===== src/rtl/spec_track_pkg.sv =====
package spec_track_pkg;

  typedef enum logic [1:0] {
    ST_IDLE   = 2'd0,
    ST_ACTIVE = 2'd1,
    ST_RDWAIT = 2'd2,
    ST_DRAIN  = 2'd3
  } specState_e;

  // Strobes from the control FSM to the datapath.
  typedef struct packed {
    logic clearAll;    // drop every dependency and buffered write
    logic pendLoad;    // capture the address of a memory-bound read
    logic depInstall;  // record returned memory word as a dependency
    logic cfWrite;     // place request into the write buffer
    logic drainPop;    // retire the current drain entry
    logic rspFromHit;  // load response from buffer/read-set hit
    logic rspFromMem;  // load response from memory return
  } specStrobe_t;

endpackage


===== src/rtl/spec_datapath.sv =====
module spec_datapath
  import spec_track_pkg::*;
#(
  parameter int ADDR_W = 16,
  parameter int DATA_W = 32,
  parameter int DEP_N  = 8,
  parameter int CF_N   = 8
) (
  input  logic              clk,
  input  logic              rstN,
  input  specStrobe_t       strobe,
  input  logic [ADDR_W-1:0] reqAddr,
  input  logic [DATA_W-1:0] reqWdata,
  input  logic [ADDR_W-1:0] snoopAddr,
  input  logic [DATA_W-1:0] memRdData,
  output logic              cfHit,
  output logic              depHit,
  output logic              cfFull,
  output logic              depFull,
  output logic              snoopDepHit,
  output logic              drainValid,
  output logic [ADDR_W-1:0] drainAddr,
  output logic [DATA_W-1:0] drainData,
  output logic [ADDR_W-1:0] pendAddr,
  output logic [DATA_W-1:0] rspData
);

  localparam int DEP_IW = (DEP_N > 1) ? $clog2(DEP_N) : 1;
  localparam int CF_IW  = (CF_N  > 1) ? $clog2(CF_N)  : 1;

  // Read-set store ("depends" entries)
  logic [DEP_N-1:0]  depValid;
  logic [ADDR_W-1:0] depAddr [DEP_N];
  logic [DATA_W-1:0] depData [DEP_N];
  // Write buffer
  logic [CF_N-1:0]   cfValid;
  logic [ADDR_W-1:0] cfAddr  [CF_N];
  logic [DATA_W-1:0] cfData  [CF_N];

  logic [DEP_N-1:0] depHitVec, depSnoopVec;
  logic [CF_N-1:0]  cfHitVec;

  genvar g;
  generate
    for (g = 0; g < DEP_N; g++) begin : gDepCmp
      assign depHitVec[g]   = depValid[g] && (depAddr[g] == reqAddr);
      assign depSnoopVec[g] = depValid[g] && (depAddr[g] == snoopAddr);
    end
    for (g = 0; g < CF_N; g++) begin : gCfCmp
      assign cfHitVec[g] = cfValid[g] && (cfAddr[g] == reqAddr);
    end
  endgenerate

  logic [DEP_IW-1:0] depHitIdx, depFreeIdx;
  logic [CF_IW-1:0]  cfHitIdx, cfFreeIdx, drainIdx, cfWrIdx;
  logic [DATA_W-1:0] rdHitData;

  always_comb begin
    depHitIdx  = '0;
    depFreeIdx = '0;
    for (int i = DEP_N - 1; i >= 0; i--) begin
      if (depHitVec[i]) depHitIdx  = DEP_IW'(i);
      if (!depValid[i]) depFreeIdx = DEP_IW'(i);
    end
  end

  always_comb begin
    cfHitIdx  = '0;
    cfFreeIdx = '0;
    drainIdx  = '0;
    for (int i = CF_N - 1; i >= 0; i--) begin
      if (cfHitVec[i]) cfHitIdx  = CF_IW'(i);
      if (!cfValid[i]) cfFreeIdx = CF_IW'(i);
      if (cfValid[i])  drainIdx  = CF_IW'(i);
    end
  end

  assign cfHit       = |cfHitVec;
  assign depHit      = |depHitVec;
  assign cfFull      = &cfValid;
  assign depFull     = &depValid;
  assign snoopDepHit = |depSnoopVec;
  assign drainValid  = |cfValid;
  assign drainAddr   = cfAddr[drainIdx];
  assign drainData   = cfData[drainIdx];
  assign cfWrIdx     = cfHit ? cfHitIdx : cfFreeIdx;
  // Buffered writes win over the dependency copy.
  assign rdHitData   = cfHit ? cfData[cfHitIdx] : depData[depHitIdx];

  always_ff @(posedge clk) begin
    if (!rstN) begin
      depValid <= '0;
    end else if (strobe.clearAll) begin
      depValid <= '0;
    end else if (strobe.depInstall) begin
      depValid[depFreeIdx] <= 1'b1;
    end
  end

  always_ff @(posedge clk) begin
    if (strobe.depInstall) begin
      depAddr[depFreeIdx] <= pendAddr;
      depData[depFreeIdx] <= memRdData;
    end
  end

  always_ff @(posedge clk) begin
    if (!rstN) begin
      cfValid <= '0;
    end else if (strobe.clearAll) begin
      cfValid <= '0;
    end else if (strobe.cfWrite && !cfHit) begin
      cfValid[cfFreeIdx] <= 1'b1;
    end else if (strobe.drainPop) begin
      cfValid[drainIdx] <= 1'b0;
    end
  end

  always_ff @(posedge clk) begin
    if (strobe.cfWrite) begin
      cfAddr[cfWrIdx] <= reqAddr;
      cfData[cfWrIdx] <= reqWdata;
    end
  end

  always_ff @(posedge clk) begin
    if (!rstN) begin
      pendAddr <= '0;
      rspData  <= '0;
    end else begin
      if (strobe.pendLoad)   pendAddr <= reqAddr;
      if (strobe.rspFromHit) rspData  <= rdHitData;
      else if (strobe.rspFromMem) rspData <= memRdData;
    end
  end

  // An address lives in at most one slot of each structure.
  assert_cf_unique_R5: assert property (@(posedge clk) disable iff (!rstN)
    $onehot0(cfHitVec));
  assert_dep_unique_R3: assert property (@(posedge clk) disable iff (!rstN)
    $onehot0(depHitVec));
  // A clear leaves both structures empty on the following cycle.
  assert_clear_empties_R8: assert property (@(posedge clk) disable iff (!rstN)
    strobe.clearAll |=> (cfValid == '0) && (depValid == '0));

endmodule


===== src/rtl/spec_control.sv =====
module spec_control
  import spec_track_pkg::*;
(
  input  logic        clk,
  input  logic        rstN,
  input  logic        ctlStart,
  input  logic        ctlCommit,
  input  logic        commitGrant,
  input  logic        ctlAbort,
  input  logic        reqValid,
  input  logic        reqWrite,
  input  logic        snoopValid,
  input  logic        memRdAck,
  input  logic        memWrReady,
  input  logic        cfHit,
  input  logic        depHit,
  input  logic        cfFull,
  input  logic        depFull,
  input  logic        snoopDepHit,
  input  logic        drainValid,
  output specStrobe_t strobe,
  output logic        reqReady,
  output logic        rspValid,
  output logic        memRdReq,
  output logic        memWrValid,
  output logic        violation,
  output logic        commitDone,
  output logic        specActive
);

  specState_e stateQ, stateD;
  logic open, violHit, kill, commitGo, doneD;

  assign open     = (stateQ == ST_ACTIVE) || (stateQ == ST_RDWAIT);
  assign violHit  = open && snoopValid && snoopDepHit;
  assign kill     = open && (ctlAbort || violHit);
  assign commitGo = (stateQ == ST_ACTIVE) && ctlCommit && commitGrant && !kill;

  assign memRdReq   = (stateQ == ST_RDWAIT);
  assign memWrValid = (stateQ == ST_DRAIN) && drainValid;
  assign specActive = (stateQ != ST_IDLE);

  always_comb begin
    strobe   = '0;
    stateD   = stateQ;
    reqReady = 1'b0;
    doneD    = 1'b0;
    unique case (stateQ)
      ST_IDLE: begin
        if (ctlStart) stateD = ST_ACTIVE;
      end
      ST_ACTIVE: begin
        if (kill) begin
          strobe.clearAll = 1'b1;
          stateD          = ST_IDLE;
        end else if (commitGo) begin
          stateD = ST_DRAIN;
        end else if (reqValid) begin
          if (reqWrite) begin
            if (cfHit || !cfFull) begin
              reqReady       = 1'b1;
              strobe.cfWrite = 1'b1;
            end
          end else if (cfHit || depHit) begin
            reqReady          = 1'b1;
            strobe.rspFromHit = 1'b1;
          end else if (!depFull) begin
            reqReady        = 1'b1;
            strobe.pendLoad = 1'b1;
            stateD          = ST_RDWAIT;
          end
        end
      end
      ST_RDWAIT: begin
        if (kill) begin
          strobe.clearAll = 1'b1;
          stateD          = ST_IDLE;
        end else if (memRdAck) begin
          strobe.depInstall = 1'b1;
          strobe.rspFromMem = 1'b1;
          stateD            = ST_ACTIVE;
        end
      end
      ST_DRAIN: begin
        if (drainValid) begin
          if (memWrReady) strobe.drainPop = 1'b1;
        end else begin
          strobe.clearAll = 1'b1;
          doneD           = 1'b1;
          stateD          = ST_IDLE;
        end
      end
      default: stateD = ST_IDLE;
    endcase
  end

  always_ff @(posedge clk) begin
    if (!rstN) begin
      stateQ     <= ST_IDLE;
      rspValid   <= 1'b0;
      violation  <= 1'b0;
      commitDone <= 1'b0;
    end else begin
      stateQ     <= stateD;
      rspValid   <= strobe.rspFromHit || strobe.rspFromMem;
      violation  <= violHit;
      commitDone <= doneD;
    end
  end

  assert_viol_single_R6: assert property (@(posedge clk) disable iff (!rstN)
    violation |=> !violation);
  assert_viol_aborts_R6: assert property (@(posedge clk) disable iff (!rstN)
    violation |-> !specActive && !drainValid);
  assert_commit_grant_R9: assert property (@(posedge clk) disable iff (!rstN)
    (stateQ == ST_DRAIN && $past(stateQ) == ST_ACTIVE) |-> $past(commitGrant && ctlCommit));
  assert_done_empty_R12: assert property (@(posedge clk) disable iff (!rstN)
    commitDone |-> !drainValid && !specActive && !commitDone == 1'b0);
  assert_read_stall_R11: assert property (@(posedge clk) disable iff (!rstN)
    (reqValid && !reqWrite && !cfHit && !depHit && depFull) |-> !reqReady);
  assert_no_write_open_R4: assert property (@(posedge clk) disable iff (!rstN)
    open |-> !memWrValid);

endmodule


===== src/rtl/spec_rw_tracker.sv =====
module spec_rw_tracker
  import spec_track_pkg::*;
#(
  parameter int ADDR_W = 16,
  parameter int DATA_W = 32,
  parameter int DEP_N  = 8,
  parameter int CF_N   = 8
) (
  input  logic              clk,
  input  logic              rstN,
  input  logic              ctlStart,
  input  logic              ctlCommit,
  input  logic              commitGrant,
  input  logic              ctlAbort,
  input  logic              reqValid,
  input  logic              reqWrite,
  input  logic [ADDR_W-1:0] reqAddr,
  input  logic [DATA_W-1:0] reqWdata,
  output logic              reqReady,
  output logic              rspValid,
  output logic [DATA_W-1:0] rspData,
  input  logic              snoopValid,
  input  logic [ADDR_W-1:0] snoopAddr,
  output logic              memRdReq,
  output logic [ADDR_W-1:0] memRdAddr,
  input  logic              memRdAck,
  input  logic [DATA_W-1:0] memRdData,
  output logic              memWrValid,
  input  logic              memWrReady,
  output logic [ADDR_W-1:0] memWrAddr,
  output logic [DATA_W-1:0] memWrData,
  output logic              violation,
  output logic              commitDone,
  output logic              specActive
);

  specStrobe_t strobe;
  logic cfHit, depHit, cfFull, depFull, snoopDepHit, drainValid;

  spec_control u_ctl (
    .clk         (clk),
    .rstN        (rstN),
    .ctlStart    (ctlStart),
    .ctlCommit   (ctlCommit),
    .commitGrant (commitGrant),
    .ctlAbort    (ctlAbort),
    .reqValid    (reqValid),
    .reqWrite    (reqWrite),
    .snoopValid  (snoopValid),
    .memRdAck    (memRdAck),
    .memWrReady  (memWrReady),
    .cfHit       (cfHit),
    .depHit      (depHit),
    .cfFull      (cfFull),
    .depFull     (depFull),
    .snoopDepHit (snoopDepHit),
    .drainValid  (drainValid),
    .strobe      (strobe),
    .reqReady    (reqReady),
    .rspValid    (rspValid),
    .memRdReq    (memRdReq),
    .memWrValid  (memWrValid),
    .violation   (violation),
    .commitDone  (commitDone),
    .specActive  (specActive)
  );

  spec_datapath #(
    .ADDR_W (ADDR_W),
    .DATA_W (DATA_W),
    .DEP_N  (DEP_N),
    .CF_N   (CF_N)
  ) u_dp (
    .clk         (clk),
    .rstN        (rstN),
    .strobe      (strobe),
    .reqAddr     (reqAddr),
    .reqWdata    (reqWdata),
    .snoopAddr   (snoopAddr),
    .memRdData   (memRdData),
    .cfHit       (cfHit),
    .depHit      (depHit),
    .cfFull      (cfFull),
    .depFull     (depFull),
    .snoopDepHit (snoopDepHit),
    .drainValid  (drainValid),
    .drainAddr   (memWrAddr),
    .drainData   (memWrData),
    .pendAddr    (memRdAddr),
    .rspData     (rspData)
  );

endmodule


===== config.mk =====
export PLATFORM = sky130hd
export DESIGN_NAME = spec_rw_tracker
export DESIGN_NICKNAME = d
export VERILOG_FILES = /design/src/rtl/spec_track_pkg.sv /design/src/rtl/spec_datapath.sv /design/src/rtl/spec_control.sv /design/src/rtl/spec_rw_tracker.sv
export SDC_FILE = /design/constraint.sdc
export NUM_CORES = 2
export LEC_CHECK = 0
export BUFFER_PORTS_ARGS = -buffer_cell sky130_fd_sc_hd__buf_4
export CORE_ASPECT_RATIO = 1.1
export CORE_MARGIN = 2
export CORE_UTILIZATION = 34
export DETAILED_ROUTE_END_ITERATION = 7
export GPL_TIMING_DRIVEN = 0
export PLACE_DENSITY = 0.5
export SLEW_MARGIN = 20
export SYNTH_ARGS = -nofsm -noshare
export SYNTH_HDL_FRONTEND = slang
export SYNTH_SLANG_ARGS = --single-unit

===== constraint.sdc =====
create_clock -name clk -period 18.4 [get_ports clk]
set_input_delay 0.92 -clock clk [delete_from_list [all_inputs] [get_ports clk]]
set_output_delay 0.92 -clock clk [all_outputs]
set_load 0.01 [all_outputs]

# == Word level (Yosys, flattened, before mapping) ==
# Memories as Yosys holds them, arrays and structs flattened.
# Cells that the tools add are included.
# word_totals
reg_bits,69
mem_bits_rw,768
in_bits,107
memories,4
# op_classes
order_cmp,6
eq_ne,34
mux,101
n_bitwise,5
n_reduce_logical,57
# memory_table
memory,depth,word_bits,read_ports,rd_clocked_by_memory_dff,wr,line_no,source
u_dp.cfData,8,32,2,0,1,spec_datapath.sv:38,logic [DATA_W-1:0] cfData [CF_N];
u_dp.depData,8,32,1,0,1,spec_datapath.sv:34,logic [DATA_W-1:0] depData [DEP_N];
u_dp.cfAddr,8,16,9,0,1,spec_datapath.sv:37,logic [ADDR_W-1:0] cfAddr [CF_N];
u_dp.depAddr,8,16,8,0,1,spec_datapath.sv:33,logic [ADDR_W-1:0] depAddr [DEP_N];
# op_table
operator,count
16-bit == test,24
3-bit 2-to-1 mux,41
32-bit 2-to-1 mux,3
1-bit 2-to-1 mux,40
1-bit logical AND,35
8-bit OR reduction,4
2-bit 2-to-1 mux,10
8-bit 2-to-1 mux,2
8-bit OR,2
8-bit AND reduction,2
"3-bit by 4-bit less-than comparator with 1-bit output, second input constant",3
"4-bit by 2-bit != test with 1-bit output, second input constant",3
1-bit demux with 3-bit select,3
"3-bit by 1-bit >= comparator with 1-bit output, second input constant",3
8-bit AND,1
8-bit inverter,1
2-bit one-hot mux with 4 select lines,1
7-bit AND reduction,1
2-bit nonzero test,3
1-bit logical OR,5
"2-bit == test, second input constant",2
"2-bit != test, second input constant",2
"4-bit != test, second input constant",1
2-bit OR reduction,2
7 further kinds,9

# == Depth between registers and ports, before layout ==
# depth
word_depth,16
mapped_depth,14

# == Hierarchy ==
# A second synthesis with hierarchy kept.
# unflattened
cells_unflattened,2778
hier_area_um2,39163.8
# by_module_without_submodules
module,n_inst,cells_each,area_per_inst_um2,seq_area_each_um2
spec_datapath,1,2722,38727.1,24343.3
spec_control,1,56,436.7,100.1

# == Worst setup path before layout ==
# OpenSTA, ideal clock, no wires.
# synth_timing
path_type,input -> register
startpoint,in snoopAddr[10]
endpoint,mem u_dp.depAddr[6][0] (enable)
t_arrival_ns,6.428
setup_slack_ns,11.447
path_stages,10
path_buffers,1
path_cell_list,buf_2 -> xor2_1 -> nor4b_1 -> or4b_1 -> o22ai_1 -> o41a_2 -> o21ai_2 -> nand3_2 -> nand2b_1 -> nor3b_1
# synth_between
elab_chain_cells,10
elab_cells_between_ends,24
cone_classes,eq/ne: 8; mux: 4; reduce/logical: 12
# synth_lines
element,line_no,source
from (decl),spec_rw_tracker.sv:23,"input logic [ADDR_W-1:0] snoopAddr,"
16-bit == test,spec_datapath.sv:47,assign depSnoopVec[g] = depValid[g] && (depAddr[g] == snoopAddr);
1-bit logical AND,spec_datapath.sv:47,
8-bit OR reduction (*),spec_datapath.sv:82,assign snoopDepHit = |depSnoopVec;
1-bit logical AND (*),spec_control.sv:35,assign violHit = open && snoopValid && snoopDepHit;
1-bit logical OR (*),spec_control.sv:36,assign kill = open && (ctlAbort || violHit);
1-bit logical AND (*),spec_control.sv:36,
1-bit 2-to-1 mux (*),spec_control.sv:75,if (kill) begin
1-bit 2-to-1 mux (*),spec_control.sv:48,unique case (stateQ)
1-bit 2-to-1 mux (*),spec_datapath.sv:101,if (strobe.depInstall) begin
1-bit 2-to-1 mux (implied by the code) (*),spec_datapath.sv:102,depAddr[depFreeIdx] <= pendAddr;
to (decl),spec_datapath.sv:33,
# Every way passes the cells marked *; elsewhere a longest branch is shown, timed or not.

# == Worst setup path in the final report ==
# layout_timing
startpoint,reg u_dp.cfValid[6]
endpoint,out memWrData[29]
# layout_between
elab_chain_cells,8
# layout_lines
element,line_no,source
from (decl),spec_datapath.sv:36,logic [CF_N-1:0] cfValid;
from (signal assigned),spec_datapath.sv:109,cfValid <= '0;
from (signal assigned),spec_datapath.sv:111,cfValid <= '0;
"from (signal, indexed assignment)",spec_datapath.sv:113,cfValid[cfFreeIdx] <= 1'b1;
3-bit 2-to-1 mux (7 in a row),spec_datapath.sv:74,if (cfValid[i]) drainIdx = CF_IW'(i);
memory read 8 x 32 bit,--,
to (decl),spec_rw_tracker.sv:31,"output logic [DATA_W-1:0] memWrData,"
# Every way passes these cells.

==> impl_metrics.tcl <==
set metrics [dict create \
    status "complete, no violations" \
    ys.flop_type "edfxtp_1" \
    cp_data_arrival_time_ns 5.26 \
    yosysTopAreaCell "edfxtp_1" \
    yosysMostFrequentCell "edfxtp_1" \
    cts_tree "yes" \
    fin_crit_ns 6.182 \
    rows 132 \
    portBuffers 192 \
    antenna_left 0 \
    dp_slack_ns 12.25 \
    syn2layout_area_growth_pct 18.99 \
    vias 27990 \
    regArea_um2 24440 \
    powerDensity_nw_per_um2 89.14 \
    cts_root_buffer "clkbuf_16" \
    hold_viol_final 0 \
    seq_power_share 0.495 \
    layout_setup_ws_ns 12.22 \
    synth_edf_count 768 \
    coreArea_um2 117300 \
    grt_pass1_vias 27870 \
    synth_compound_area_frac 0.08905 \
    antenna_found_initial 10 \
    syn_inst 2894 \
    cts.htree.levels 3 \
    routed_wl_um 154000 \
    io_pins 210 \
    final_cells 4856 \
    synth.distinct_cells 98 \
    rsz0062_at_grt "false" \
    start_kind "register" \
    cts_inserted_buffers 94 \
    p_int_w 0.003257 \
    drt_iter0_drc 3115 \
    nets 3344 \
    yosysWarnings 0 \
    p_leak_nw 16.85 \
    synth_common_cells "768 x edfxtp_1, 230 x mux2i_1, 208 x xor2_1" \
    synth-simple-area-share 0.09308 \
    synthAdderAreaFrac 0.001563 \
    ys_ff_latch 837 \
    die-area_um2 120500 \
    period_share 0.3360 \
    synth_top_family_by_area "multiplexers" \
    die_w_um 331.2 \
    synth_mux_area_frac 0.09642 \
    post_cts_buffers 0 \
    clk_pin_slew_ns 0.06 \
    synth_area_um2 40030 \
    layout-drive-gt1-share 0.1868 \
    multiInputGateArea_um2 14710 \
    power_switching_w 0.0009896 \
    critPathCaptureType "output port" \
    slew_viol_final 0 \
    syn_nets 3006 \
    drt-pass1-iter-count 6 \
    grt_overflow 0 \
    place_hpwl_um 112200 \
    p_sw_frac 0.2331 \
    groute.usage.overall 0.2515 \
    worst_pin_slew_ns 1.214 \
    post-route-util 0.4062 \
    clkPwrFrac 0.447 \
    avgSynthCellArea_um2 13.83 \
    grt_start_max_net_pins 23 \
    setup_viol_count_final 0 \
    avgRoutedWirePerCell_um 31.72 \
    synth_area_leaders "edfxtp_1 58%, mux2i_1 5.8%, xor2_1 4.6%" \
    drc 0 \
    post-place-cells 4677 \
    grt_pass1_wl_um 213100 \
    comb_power_share 0.058 \
    cts_buffer_depth 3 \
    cts_resized 0 \
    worstSetupPathType "register to output port" \
    finalClockSkew_ns 0.03316 \
    max-vdd-ir-drop_mv 0.06570 \
    critPathMaxFanout 10 \
    seq_area_frac_synth 0.6106 \
    vias_per_cell 5.764 \
    nFillCells 10840 \
    clkSinkCount 837 \
    hold_path.class "input port to register" \
    netlist.area_leader.share 0.5761 \
    worstSkewPairLatency_ns 0.72 \
    holdBufCountCts 0 \
    synth_xor_area_frac 0.08402 \
    die_h_um 363.9 \
    finalSetupTns_ns 0 \
    required_ns 17.48 \
    relSlewSlack 0.1832 \
    start_util 0.3414 \
    fmax_mhz 161.7 \
    gp_congestion 0.8914 \
    async_flop_share 0 \
    max_cap_viol_count 0 \
]
==> routing by layer <==
layer | vias to the layer above | global-route usage | wire (µm)
met2 | 1205 | 0.4101 | 72970
met4 | 8 | 0.08241 | 4735
met3 | 248 | 0.03630 | 10010
met5 | - | 0 | 57
li1 | 12070 | - | -
met1 | 14460 | 0.3436 | 66270
==> path summary, 6_finish.rpt <==
check | start | to | slack (ns) | cells after the start
min | reqWdata[18] | u_dp.cfData[3][18]$_DFFE_PP_ | 0.44 | 1
max | u_dp.cfValid[6]$_SDFFE_PP0P_ | memWrData[29] | 12.22 | 13
min reg2reg | u_ctl.stateQ[0]$_SDFFE_PN0P_ | u_ctl.stateQ[0]$_SDFFE_PN0P_ | 0.58 | 1
max reg2reg | u_dp.cfAddr[7][3]$_DFFE_PP_ | u_dp.cfAddr[4][12]$_DFFE_PP_ | 13.36 | 13
==> per-stage QoR <==
step	cell area, µm²	total power (W)	hold slack [ns]
floorplan	40030	0.002256	0.5006
global placement	43400	0.002380	0.5505
detailed placement	44540	0.002386	0.5695
CTS	47610	0.004277	0.3876
global route	47620	0.004366	0.4208
finish	47630	0.004246	0.4359
==> registers in the layout, indices dropped and copies added (netlist names) <==
signal,count
u_dp.depAddr,128
u_dp.cfAddr,128
u_ctl.commitDone,1
u_ctl.violation,1
u_dp.pendAddr,16
u_ctl.stateQ,2
u_dp.cfValid,8
u_dp.depValid,8
u_ctl.rspValid,1
u_dp.depData,256
u_dp.cfData,256
u_dp.rspData,32
==> power by group through the flow <==
stage                     combinational, W  sequential (W)  clock [W]
final                             0.000246         0.00210    0.00190
after global placement            0.000237         0.00214          0
after detailed placement          0.000244         0.00214          0
after floorplan                   0.000121         0.00214          0
after global routing              0.000260         0.00210    0.00200
after CTS                         0.000245         0.00210    0.00193
==> placed cells by master, fill, tap and decap left out, drive strengths merged, types with 16 or more instances in the layout <==
cell	instances
and3	22
o31ai	20
nand4	72
mux2	42
o21ai	54
clkinv	38
nor4	73
nor3	43
a2bb2oi	16
clkbuf	207
mux2i	230
edfxtp	768
or2	22
o221ai	52
a211o	19
a211oi	31
nand3	67
dfxtp	69
a21oi	62
a31oi	33
xor2	208
o2111a	29
inv	28
mux4	48
nor2	94
nand2	189
xnor2	176
buf	336
o41ai	17
a222oi	19
==> cell families (layout without fill, tap and decap cells) <==
group | Yosys count | count (layout)
AO/OA/AOI/OAI | 455 | 455
XOR/XNOR | 384 | 384
adder cells (fa/ha/maj) | 5 | 5
buffers and inverters | 205 | 620
flip-flops | 837 | 837
multiplexers | 320 | 320
other | 0 | 6
AND/OR/NAND/NOR | 688 | 688
==> critical path, stage by stage (launching register included) <==
cell      delay, ns
dfxtp_1        0.55
inv_1          0.14
a21oi_1        0.17
nor2_1         0.05
nor2_1         0.10
nor2_1         0.05
nor2_1         0.19
or2_2          0.14
clkbuf_1       0.43
clkbuf_1       0.74
buf_1          0.88
mux2i_1        0.18
o221ai_1       0.67
buf_4          0.25
==> final cells by class <==
cell class,instances,area share
antenna,6,0.0003152
buffer,181,0.01954
clock buffer,120,0.05290
clock inverter,53,0.01172
inverter,24,0.001891
multi-input combinational,1852,0.3087
sequential,837,0.5132
tap,1541,0.04048
timing repair buffer,242,0.05127
Power figures use the tool's default switching activity.
